[src/rtl/wdt_pkg.sv]
package wdt_pkg;
   localparam int DATA_W = 8;

   localparam logic [DATA_W-1:0] IDX_DEV  = 8'h30;
   localparam logic [DATA_W-1:0] IDX_OUT  = 8'hF0;
   localparam logic [DATA_W-1:0] IDX_CONF = 8'hF5;
   localparam logic [DATA_W-1:0] IDX_TIME = 8'hF6;

   localparam int B_STS   = 6;
   localparam int B_RUN   = 5;
   localparam int B_PULSE = 4;
   localparam int B_UNIT  = 3;
   localparam int B_OE    = 7;

   typedef struct packed {
      logic       status;
      logic       run_en;
      logic       pulse_mode;
      logic       unit_min;
      logic [1:0] pw_sel;
   } conf_t;
endpackage

[src/rtl/wdt_divider.sv]
module wdt_divider #(
   parameter int DIV = 4
) (
   input  logic clk,
   input  logic rst_n,
   input  logic clr,
   input  logic in_stb,
   output logic out_stb
);
   localparam int CW = (DIV > 1) ? $clog2(DIV) : 1;
   localparam logic [CW-1:0] LAST = CW'(DIV - 1);

   if (DIV < 1) begin : g_bad_div
      $error("wdt_divider: DIV must be at least 1");
   end

   logic [CW-1:0] cnt_q;

   always_ff @(posedge clk or negedge rst_n) begin
      if (!rst_n)
         cnt_q <= '0;
      else if (clr)
         cnt_q <= '0;
      else if (in_stb)
         cnt_q <= (cnt_q == LAST) ? '0 : cnt_q + 1'b1;
   end

   assign out_stb = in_stb && !clr && (cnt_q == LAST);
endmodule

[src/rtl/wdt_timebase.sv]
module wdt_timebase #(
   parameter int CYC_PER_MS  = 1000,
   parameter int MS_PER_SEC  = 1000,
   parameter int SEC_PER_MIN = 60
) (
   input  logic clk,
   input  logic rst_n,
   input  logic restart,
   input  logic tick_en,
   output logic sec_stb,
   output logic min_stb
);
   localparam int NSTG = 3;
   localparam int DIVS [NSTG] = '{CYC_PER_MS, MS_PER_SEC, SEC_PER_MIN};

   logic [NSTG:0] stb;
   assign stb[0] = tick_en;

   for (genvar g = 0; g < NSTG; g++) begin : g_stage
      wdt_divider #(.DIV(DIVS[g])) u_div (
         .clk    (clk),
         .rst_n  (rst_n),
         .clr    (restart),
         .in_stb (stb[g]),
         .out_stb(stb[g+1])
      );
   end

   assign sec_stb = stb[2];
   assign min_stb = stb[3];
endmodule

[src/rtl/wdt_regs.sv]
module wdt_regs
   import wdt_pkg::*;
#(
   parameter int CNT_W = 8
) (
   input  logic              clk,
   input  logic              rst_n,
   input  logic [DATA_W-1:0] reg_idx,
   input  logic              reg_we,
   input  logic [DATA_W-1:0] reg_wdata,
   input  logic              expire,
   input  logic [CNT_W-1:0]  live_cnt,
   output logic [DATA_W-1:0] reg_rdata,
   output logic              dev_en,
   output logic              out_en,
   output conf_t             conf,
   output logic              time_wr
);
   logic wr_dev, wr_out, wr_conf;

   assign wr_dev  = reg_we && (reg_idx == IDX_DEV);
   assign wr_out  = reg_we && (reg_idx == IDX_OUT);
   assign wr_conf = reg_we && (reg_idx == IDX_CONF);
   assign time_wr = reg_we && (reg_idx == IDX_TIME);

   always_ff @(posedge clk or negedge rst_n) begin
      if (!rst_n) begin
         dev_en <= 1'b0;
         out_en <= 1'b0;
         conf   <= '0;
      end else begin
         if (wr_dev) dev_en <= reg_wdata[0];
         if (wr_out) out_en <= reg_wdata[B_OE];
         if (wr_conf) begin
            conf.run_en     <= reg_wdata[B_RUN];
            conf.pulse_mode <= reg_wdata[B_PULSE];
            conf.unit_min   <= reg_wdata[B_UNIT];
            conf.pw_sel     <= reg_wdata[1:0];
         end
         // a timeout wins over a same-cycle acknowledge
         if (expire)
            conf.status <= 1'b1;
         else if (wr_conf && reg_wdata[B_STS])
            conf.status <= 1'b0;
      end
   end

   always_comb begin
      reg_rdata = '0;
      unique case (reg_idx)
         IDX_DEV:  reg_rdata[0] = dev_en;
         IDX_OUT:  reg_rdata[B_OE] = out_en;
         IDX_CONF: begin
            reg_rdata[B_STS]   = conf.status;
            reg_rdata[B_RUN]   = conf.run_en;
            reg_rdata[B_PULSE] = conf.pulse_mode;
            reg_rdata[B_UNIT]  = conf.unit_min;
            reg_rdata[1:0]     = conf.pw_sel;
         end
         IDX_TIME: reg_rdata = DATA_W'(live_cnt);
         default:  reg_rdata = '0;
      endcase
   end
endmodule

[src/rtl/wdt_out.sv]
module wdt_out #(
   parameter int CYC_PER_MS = 1000,
   parameter int PW_MS0     = 1,
   parameter int PW_MS1     = 25,
   parameter int PW_MS2     = 125,
   parameter int PW_MS3     = 5000
) (
   input  logic       clk,
   input  logic       rst_n,
   input  logic       tick_en,
   input  logic       expire,
   input  logic       pulse_mode,
   input  logic [1:0] pw_sel,
   input  logic       level_on,
   input  logic       out_en,
   output logic       pulse_act,
   output logic       rst_out_n
);
   localparam int NPW = 4;
   localparam int PWS [NPW] = '{PW_MS0, PW_MS1, PW_MS2, PW_MS3};

   function automatic int max_pw();
      int m = 1;
      for (int i = 0; i < NPW; i++) if (PWS[i] > m) m = PWS[i];
      return m;
   endfunction

   localparam int PWW = $clog2(max_pw() + 1);

   logic [PWW-1:0] pw_tab [NPW];
   for (genvar g = 0; g < NPW; g++) begin : g_pw
      if (PWS[g] < 1) begin : g_bad_pw
         $error("wdt_out: every pulse width must be at least 1 ms");
      end
      assign pw_tab[g] = PWW'(PWS[g] - 1);
   end

   logic           ms_stb;
   logic [PWW-1:0] pw_left_q;

   // private millisecond divider, so a keepalive cannot shift the pulse
   wdt_divider #(.DIV(CYC_PER_MS)) u_ms (
      .clk    (clk),
      .rst_n  (rst_n),
      .clr    (!pulse_act),
      .in_stb (tick_en),
      .out_stb(ms_stb)
   );

   always_ff @(posedge clk or negedge rst_n) begin
      if (!rst_n) begin
         pulse_act <= 1'b0;
         pw_left_q <= '0;
      end else if (expire && pulse_mode && !pulse_act) begin
         pulse_act <= 1'b1;
         pw_left_q <= pw_tab[pw_sel];
      end else if (pulse_act && ms_stb) begin
         if (pw_left_q == '0)
            pulse_act <= 1'b0;
         else
            pw_left_q <= pw_left_q - 1'b1;
      end
   end

   assign rst_out_n = !(out_en && (pulse_act || level_on));
endmodule

[src/rtl/wdog_dual_unit.sv]
module wdog_dual_unit
   import wdt_pkg::*;
#(
   parameter int CNT_W       = 8,
   parameter int CYC_PER_MS  = 1000,
   parameter int MS_PER_SEC  = 1000,
   parameter int SEC_PER_MIN = 60,
   parameter int PW_MS0      = 1,
   parameter int PW_MS1      = 25,
   parameter int PW_MS2      = 125,
   parameter int PW_MS3      = 5000
) (
   input  logic              clk,
   input  logic              rst_n,
   input  logic              tick_en,
   input  logic [DATA_W-1:0] reg_idx,
   input  logic              reg_we,
   input  logic [DATA_W-1:0] reg_wdata,
   output logic [DATA_W-1:0] reg_rdata,
   output logic              rst_out_n
);
   if (CNT_W < 1 || CNT_W > DATA_W) begin : g_bad_cnt
      $error("wdog_dual_unit: CNT_W must lie in 1..DATA_W");
   end
   if (CYC_PER_MS < 1 || MS_PER_SEC < 1 || SEC_PER_MIN < 1) begin : g_bad_tb
      $error("wdog_dual_unit: time-base divisors must be at least 1");
   end

   logic             dev_en, out_en, time_wr;
   conf_t            conf_q;
   logic             running, sec_stb, min_stb, unit_tick, expire;
   logic             pulse_act, level_on;
   logic [CNT_W-1:0] cnt_q;

   assign running   = dev_en && conf_q.run_en;
   assign unit_tick = running && (conf_q.unit_min ? min_stb : sec_stb);
   assign expire    = unit_tick && (cnt_q == '0);
   assign level_on  = conf_q.status && running && !conf_q.pulse_mode;

   wdt_regs #(.CNT_W(CNT_W)) u_regs (
      .clk      (clk),
      .rst_n    (rst_n),
      .reg_idx  (reg_idx),
      .reg_we   (reg_we),
      .reg_wdata(reg_wdata),
      .expire   (expire),
      .live_cnt (cnt_q),
      .reg_rdata(reg_rdata),
      .dev_en   (dev_en),
      .out_en   (out_en),
      .conf     (conf_q),
      .time_wr  (time_wr)
   );

   wdt_timebase #(
      .CYC_PER_MS (CYC_PER_MS),
      .MS_PER_SEC (MS_PER_SEC),
      .SEC_PER_MIN(SEC_PER_MIN)
   ) u_tb (
      .clk    (clk),
      .rst_n  (rst_n),
      .restart(time_wr || !running),
      .tick_en(tick_en),
      .sec_stb(sec_stb),
      .min_stb(min_stb)
   );

   always_ff @(posedge clk or negedge rst_n) begin
      if (!rst_n)
         cnt_q <= '0;
      else if (time_wr)
         cnt_q <= reg_wdata[CNT_W-1:0];
      else if (unit_tick && cnt_q != '0)
         cnt_q <= cnt_q - 1'b1;
   end

   wdt_out #(
      .CYC_PER_MS(CYC_PER_MS),
      .PW_MS0(PW_MS0), .PW_MS1(PW_MS1), .PW_MS2(PW_MS2), .PW_MS3(PW_MS3)
   ) u_out (
      .clk       (clk),
      .rst_n     (rst_n),
      .tick_en   (tick_en),
      .expire    (expire),
      .pulse_mode(conf_q.pulse_mode),
      .pw_sel    (conf_q.pw_sel),
      .level_on  (level_on),
      .out_en    (out_en),
      .pulse_act (pulse_act),
      .rst_out_n (rst_out_n)
   );
endmodule

[config.mk]
export PLATFORM = sky130hd
export DESIGN_NAME = wdog_dual_unit
export DESIGN_NICKNAME = d
export VERILOG_FILES = /design/src/rtl/wdt_pkg.sv /design/src/rtl/wdt_divider.sv /design/src/rtl/wdt_timebase.sv /design/src/rtl/wdt_regs.sv /design/src/rtl/wdt_out.sv /design/src/rtl/wdog_dual_unit.sv
export SDC_FILE = /design/constraint.sdc
export NUM_CORES = 1
export LEC_CHECK = 0
export BUFFER_PORTS_ARGS = -buffer_cell sky130_fd_sc_hd__buf_2
export CAP_MARGIN = 20
export CELL_PAD_IN_SITES_DETAIL_PLACEMENT = 0
export CELL_PAD_IN_SITES_GLOBAL_PLACEMENT = 1
export CORE_AREA = 5 5 102 104
export CTS_BUF_LIST = sky130_fd_sc_hd__clkbuf_16
export DETAILED_ROUTE_END_ITERATION = 8
export DIE_AREA = 0 0 107 109
export PLACE_DENSITY = 0.8
export SETUP_SLACK_MARGIN = 0.02
export SLEW_MARGIN = 20
export SYNTH_ARGS = -nofsm -noshare
export SYNTH_HDL_FRONTEND = slang
export SYNTH_SLANG_ARGS = --single-unit
[constraint.sdc]
create_clock -name clk -period 2.5 [get_ports clk]
set_input_delay 0.125 -clock clk [delete_from_list [all_inputs] [get_ports clk]]
set_output_delay 0.125 -clock clk [all_outputs]
set_load 0.02 [all_outputs]
=== After elaboration in Yosys (flattened, before gate mapping) ===
Index checks and enable logic that the tools add are counted.

* Bits in read-only memories: 0
* Bits in registers: 66
* Input bits: 20
* Memories kept: 0
* Output and inout port bits: 9
* Latch bits: 0
* Memory bits (writable): 0
* Logic and storage cells: 105

* Reductions and logical operators: 42
* Order comparisons: 1
* Mux-type cells: 31
* Bitwise operators: 1
* $add $sub $neg: 6
* Shift-type cells: 0
* Multipliers: 0
* Divide/modulo/power cells: 0
* Equal/unequal tests: 10

{| class="wikitable"
|+ Operators with widths
! cell !! count
|-
| two-way mux 10 bit || 9
|-
| two-way mux 13 bit || 5
|-
| adder 10 x 1 -> 10 bit, second input constant || 3
|-
| equality test 10 bit, second input constant || 3
|-
| binary-select mux 13 bit (select 2 bit) || 1
|-
| equality test 8 bit, second input constant || 3
|-
| logical AND 1 bit || 23
|-
| two-way mux 6 bit || 3
|-
| two-way mux 8 bit || 2
|-
| nonzero test 2 bit || 7
|-
| logical NOT 13 bit || 1
|-
| subtractor 13 x 1 -> 13 bit, second input constant || 1
|-
| equality test 8 x 6 -> 1 bit, second input constant || 1
|-
| logical NOT 8 bit || 1
|-
| one-hot mux 4 bit (2 select lines) || 1
|-
| nonzero test 8 bit || 1
|-
| subtractor 8 x 1 -> 8 bit, second input constant || 1
|-
| two-way mux 1 bit || 7
|-
| adder 6 x 1 -> 6 bit, second input constant || 1
|-
| equality test 6 bit, second input constant || 1
|-
| logical NOT 1 bit || 5
|-
| one-hot mux 1 bit (2 select lines) || 2
|-
| AND reduction 2 bit || 2
|-
| greater-or-equal comparator 3 bit, second input constant || 1
|-
| other kinds (5) || 6
|}

=== Depth between registers and ports, before layout ===
* Depth after elaboration: 17
* Mapped depth: 8
* Gate-level depth less buffers: 7

=== By module ===
From an unflattened synthesis, not the netlist that was laid out.

* Cell total of the unflattened synthesis: 434
* Area total of the unflattened synthesis: 4,189.0 um^2

{| class="wikitable"
|+ By module, submodules not included
! module !! times used !! sequential area each (um^2) !! cells each !! area an instance (um^2)
|-
| wdt_divider (u_out.u_ms ...) || 3 || 250.2 || 59 || 573.0
|-
| wdt_out || 1 || 350.3 || 114 || 988.4
|-
| wdog_dual_unit || 1 || 200.2 || 63 || 611.8
|-
| wdt_regs || 1 || 200.2 || 43 || 523.0
|-
| wdt_divider (u_tb.g_stage[2].u_div) || 1 || 150.1 || 37 || 346.6
|}

=== Least setup slack after synthesis ===
No wires, ideal clock.

* Path type: register to register
* Start: register u_tb.g_stage[0].u_div.cnt_q[0]
* End: register u_out.pw_left_q[7]
* Cell stages (with the launch flop): 9
* Buffers on the path: 2
* Clock period less this slack: 2.437 ns
* Required time: 2.373 ns
* Setup time: 0.127 ns
* Slack: 0.063 ns
* Arrival time: 2.309 ns
* Cells stage by stage: dfrtp_1 ha_1 nand4b_2 nor3_4 nand4b_4 or4_4 buf_6 buf_12 mux2_1

* Cells in the longest elaborated chain, start to end: 13
* Elaborated cells on any way between the ends: 15
* Those cells by class: eq/ne (2); mux (2); reduce/logical (11)

{| class="wikitable"
|+ Ends and longest elaborated chain
! item !! RTL line !! text
|-
| start: declaration || wdt_divider.sv:17 || <nowiki>logic [CW-1:0] cnt_q;</nowiki>
|-
| start signal: assignment || wdt_divider.sv:25 || <nowiki>cnt_q <= (cnt_q == LAST) ? '0 : cnt_q + 1'b1;</nowiki>
|-
| equality test 10 bit * || wdt_divider.sv:28 || <nowiki>assign out_stb = in_stb && !clr && (cnt_q == LAST);</nowiki>
|-
| logical AND 1 bit * (3 in series) || wdt_divider.sv:28 ||
|-
| logical AND 1 bit (2 in series) || wdt_divider.sv:28 ||
|-
| two-way mux 1 bit * || wdog_dual_unit.sv:36 || <nowiki>assign unit_tick = running && (conf_q.unit_min ? min_stb : sec_stb);</nowiki>
|-
| logical AND 1 bit * || wdog_dual_unit.sv:36 ||
|-
| logical AND 1 bit * || wdog_dual_unit.sv:37 || <nowiki>assign expire = unit_tick && (cnt_q == '0);</nowiki>
|-
| logical AND 1 bit * (2 in series) || wdt_out.sv:54 || <nowiki>end else if (expire && pulse_mode && !pulse_act) begin</nowiki>
|-
| != test 2 x 1 -> 1 bit (no source line) or nonzero test 2 bit (tied branches) || - ||
|-
| AND reduction 2 bit (no source line) || - ||
|-
| end signal: assignment || wdt_out.sv:56 || <nowiki>pw_left_q <= pw_tab[pw_sel];</nowiki>
|-
| end signal: assignment || wdt_out.sv:61 || <nowiki>pw_left_q <= pw_left_q - 1'b1;</nowiki>
|-
| end: declaration || wdt_out.sv:39 || <nowiki>logic [PWW-1:0] pw_left_q;</nowiki>
|}

Mark *: on every way between the ends. The rest lies on a longest branch, timed or not.
A chain may end at the register's enable or synchronous reset.

=== Worst setup path after layout ===
* Start: register u_tb.g_stage[2].u_div.cnt_q[0]
* End: register u_out.pw_left_q[7]

* Cells in the longest elaborated chain, start to end: 9
* Elaborated cells on any way between the ends: 11
* Those cells by class: eq/ne (2); mux (2); reduce/logical (7)

{| class="wikitable"
|+ Ends and longest elaborated chain
! item !! RTL line
|-
| start: declaration || wdt_divider.sv:17
|-
| start signal: assignment || wdt_divider.sv:25
|-
| equality test 6 bit * || wdt_divider.sv:28
|-
| logical AND 1 bit * || wdt_divider.sv:28
|-
| two-way mux 1 bit * || wdog_dual_unit.sv:36
|-
| logical AND 1 bit * || wdog_dual_unit.sv:36
|-
| logical AND 1 bit * || wdog_dual_unit.sv:37
|-
| logical AND 1 bit * (2 in series) || wdt_out.sv:54
|-
| != test 2 x 1 -> 1 bit (no source line) or nonzero test 2 bit (tied branches) || -
|-
| AND reduction 2 bit (no source line) || -
|}

Marked as above.

==> reports/results.md <==
| Stage | Metric | This run |
| --- | --- | --- |
| synth | Synth warnings | 0 |
| placed design | Worst setup slack before clock tree synthesis | 0.147 ns |
| critical path | Critical Path AT | 2.55 ns |
| route | Routed len/inst | 15.6 um |
| route | Via-to-Cell Ratio | 5.60 |
| critical path | Worst flop-to-flop path startpoint | u_tb.g_stage[2].u_div.cnt_q[0]$_DFFE_PN0P_ |
| cells and area | Diodes inserted | 0 |
| route | Vias after detailed routing | 3138 |
| synth | Fraction of synthesized cell area taken by the top area cell type | 43.1% |
| synth | Syn nets | 429 |
| clock network | Clk Tree Root Cell | clkbuf_16 |
| floorplanning | Standard-cell rows | 36 |
| sta | Minimum hold slack | -0.0219 ns |
| route | First drt pass iteration count | 4 |
| synth | Cell type contributing the most total cell area after synthesis | dfrtp_1 |
| pwr | Static Leakage | 2.00 nW |
| floorplanning | I/O Pins | 29 |
| placed design | Port Buffers | 28 |
| critical path | Element type at the critical path start | flip-flop |
| route | Remaining antenna violation count | 0 |
| critical path | Required time of the critical path | 2.71 ns |
| clock network | Clock latency at the later pin of the worst-skew pair | 0.33 ns |
| floorplanning | Die Ht | 109 um |
| synth | Post-synth ARST share | 100% |
| clock network | Depth of the CTS H-tree | 3 |
| grt | Via count of the first global-routing pass | 3126 |
| pwr | Pwr dens | 517 nW/um^2 |
| pwr | Power spent charging and discharging nets | 0.511 mW |
| pwr | Peak ir drop on the vdd network | 0.000343 V |
| floorplanning | Die footprint | 11700 sq um |
| sta | Min Clock Period, post-route | 2.34 ns |
| synth | Top post-synthesis cells by area | dfrtp_1, nand2_1, mux2_2 |
| sta | Hold Fails Final Rpt | 9 |
| sta | Setup slack after layout | 0.156 ns |
| cells and area | Area growth from synthesis to layout | 15.3% |
| synth | Mean post-synth cell area | 9.55 sq um |
| clock network | TritonCTS clock tree | yes |
| route | Remaining design rule violation count | 0 |
| synth | Cell area after synthesis | 3830 sq um |
| sta | Rel. slew slack | 43.9% |
| clock network | Total clock buffers created by CTS | 9 |
| synth | EDFF count, synth | 0 |
| pwr | Share of power burned in registers | 48.4% |
| placed design | Final weighted congestion of routability-driven global placement | 0.836 |
| critical path | Classification of the worst setup path | reg -> reg |
| sta | Number of setup violations in the final report | 0 |
| floorplanning | Die Width | 107 um |
| clock network | Buffer depth of the longest clock path | 2 |
| status | Failing checks | hold timing |
| synth | Distinct cell type count after synthesis | 53 |
| grt | Total grt overflow | 0 |
| synth | Most frequently used flop master after synthesis | dfrtp_1 |
| clock network | Count of hold-fix buffers inserted at cts | 0 |
| floorplanning | Initial cell density of the core | 40.5% |
| route | DRT iter0 DRCs | 115 |
| grt | Maximum number of pins on one net before global-route repair | 67 |
| clock network | Count of clock tree sinks | 66 |
| pwr | Cell Int Power | 1.77 mW |
| critical path | Nature of the critical path endpoint | flip-flop |
| pwr | Switching Share | 22.4% |
| floorplanning | Area of the placeable core | 9460 sq um |
| critical path | Max Fanout on Critical Path | 14 |
| synth | Flop and latch count out of synthesis | 66 |
| placed design | Detailed Place HPWL | 6340 um |
| critical path | Worst R2R End | u_out.pw_left_q[7]$_DFFE_PN0P_ |
| cells and area | Share of final-layout standard cells stronger than drive strength 1 | 19.7% |
| hold path | Worst min-delay path category | in -> async |
| synth | Number of instances in the synthesized netlist | 401 |
| route | Final wirelength | 8730 um |
| job | Reported max-cap violation count | 0 |
| clock network | Post-CTS setup buffer count | 0 |
| sta | Sum of negative setup slack | 0 ns |
| grt | Wire length of the first global-routing pass | 15000 um |
| pwr | Relative contribution of the clock network to total power | 47.4% |
| synth | Seq/Total Area, Yosys | 43.1% |
| status | Run status | finished, violations left |
| cells and area | Nets | 470 |
| sta | Setup repair after global routing missed its margin | false |
| sta | Worst-case clock skew | 0.00370 ns |
| sta | Peak clock frequency supported by timing | 0.427 GHz |
| sta | Post-route fraction of the period consumed by the critical path | 93.8% |
| grt | Global-route usage over all layers | 16.3% |
| critical path | Reg2reg setup slack | 0.16 ns |
| sta | Count of pins over their slew limit | 0 |
| critical path | R2R cell count | 7 |
| grt | Initial antenna violation count | 0 |
| clock network | Clock Pin Slew Worst Setup and Hold Paths | 0.05 ns |
| pwr | Logic gate share of total power | 4.2% |
| sta | Tightest Pin Transition | 0.842 ns |
worst max-delay path by stage:
stage | startpoint | endpoint | slack (ns) | cells after the start
floorplan | u_tb.g_stage[0].u_div.cnt_q[0]$_DFFE_PN0P_ | u_out.pw_left_q[7]$_DFFE_PN0P_ | 0.06 | 8
global placement | cnt_q[0]$_DFFE_PN0P_ | u_out.pw_left_q[7]$_DFFE_PN0P_ | 0.21 | 6
detailed placement | cnt_q[0]$_DFFE_PN0P_ | u_out.pw_left_q[7]$_DFFE_PN0P_ | 0.15 | 6
CTS | cnt_q[0]$_DFFE_PN0P_ | u_out.pw_left_q[7]$_DFFE_PN0P_ | 0.14 | 6
global route | u_tb.g_stage[1].u_div.cnt_q[0]$_DFFE_PN0P_ | u_out.pw_left_q[9]$_DFFE_PN0P_ | 0.03 | 6
finish | u_tb.g_stage[2].u_div.cnt_q[0]$_DFFE_PN0P_ | u_out.pw_left_q[7]$_DFFE_PN0P_ | 0.16 | 7
placed cells by master, fill, tap and decap left out, types with 13 or more instances in the layout:
master   Yosys  final
a21oi_1     13     13
dfrtp_1     66     66
o21ai_0     26     26
nand3_1     28     28
xnor2_1     13     13
nor2_1      26     26
buf_4        0     15
buf_2        0     28
a31oi_1     16     16
inv_1       12     13
nand2_1     41     41
mux2_2      13     13
registers in the layout (all words and copies together), names as in the netlist:
signal	flops
u_regs.conf	6
cnt_q	8
u_out.u_ms.cnt_q	10
u_tb.g_stage.u_div.cnt_q	26
u_out.pulse_act	1
u_out.pw_left_q	13
u_regs.out_en	1
u_regs.dev_en	1
cell usage after synthesis (2+ instances only):
master / number
o41ai_1: 2
ha_1: 8
mux2_2: 13
nor4b_1: 4
clkbuf_1: 11
and2_1: 5
nand4b_1: 5
a31oi_1: 16
o21a_1: 2
mux2_4: 2
a22o_1: 11
a21oi_1: 13
nand2_1: 41
or3_1: 8
inv_1: 12
or4_1: 2
xnor2_1: 13
nand3b_1: 2
nor3b_1: 3
a41oi_1: 2
o31ai_1: 3
mux2_1: 3
nor2_1: 26
nor4_1: 2
a41o_1: 2
or2_2: 6
nand3_1: 28
and2_2: 3
o311ai_0: 3
nor2b_1: 4
nand2b_1: 3
and3_1: 9
dfrtp_1: 66
mux2i_1: 3
nand4_1: 8
o21ai_0: 26
nor3_1: 8
xor2_1: 8
final cells by class:
type | instances | area [sq um]
sequential | 66 | 1650
clock inverter | 6 | 26.3
clock buffer | 9 | 225
fill | 918 | 5040
multi-input combinational | 310 | 2070
tap | 114 | 143
inverter | 12 | 45.0
timing repair buffer | 43 | 253
layer usage:
| metal | track usage, % | part of all wire, % |
|---|---|---|
| met1 | 20.3 | 46 |
| met4 | 6.85 | 1.4 |
| met2 | 27.3 | 50 |
| met3 | 3.91 | 2.6 |
| met5 | 0 | 0 |
critical path: stages (launching register included):
cell and delay [ns]:
dfrtp_1 0.39, ha_1 0.24, nand4b_1 0.15, o21ai_0 0.17, buf_4 0.15, nand4b_4 0.10
or4_4 0.67, mux2_1 0.35
stage by stage:
stage	power [mW]	hold WS, ns	std cells	utilization (%)	instance area (sq um)
final	2.28	-0.0219	560	46.7	4420
after global routing	2.38	0.0458	560	46.7	4420
after CTS	2.32	0.0303	560	46.6	4410
after detailed placement	1.22	0.379	545	44.0	4160
after global placement	1.22	0.377	545	44.0	4160
after floorplan	1.16	-0.171	401	-	3830
kinds of logic after synthesis:
kind of cell               Yosys count  synth area share (%)
and+or+nand+nor                    178                  26.4
buffers and inverters               25                  3.07
muxes                               21                  6.27
xor gates and xnor gates            21                  4.80
adders and majority gates            8                  2.61
DFF                                 66                  43.1
AOI/OAI and AO/OA                   82                  13.7
power by group through the flow:
stage	Clock [mW]	Sequential, mW	Combinational (mW)
4_1_cts	1.11	1.10	0.0991
3_5_place_dp	0	1.12	0.0980
5_1_grt	1.17	1.11	0.111
6_report	1.08	1.10	0.0958
2_1_floorplan	0	1.12	0.0425
3_3_place_gp	0	1.12	0.0972
what timing repair did:
item                                    CTS  global route
resized for setup                         0             1
hold endpoints to repair                  0             0
endpoints found under the setup margin    0             9
No activity file was read; power rests on OpenSTA's default activity.
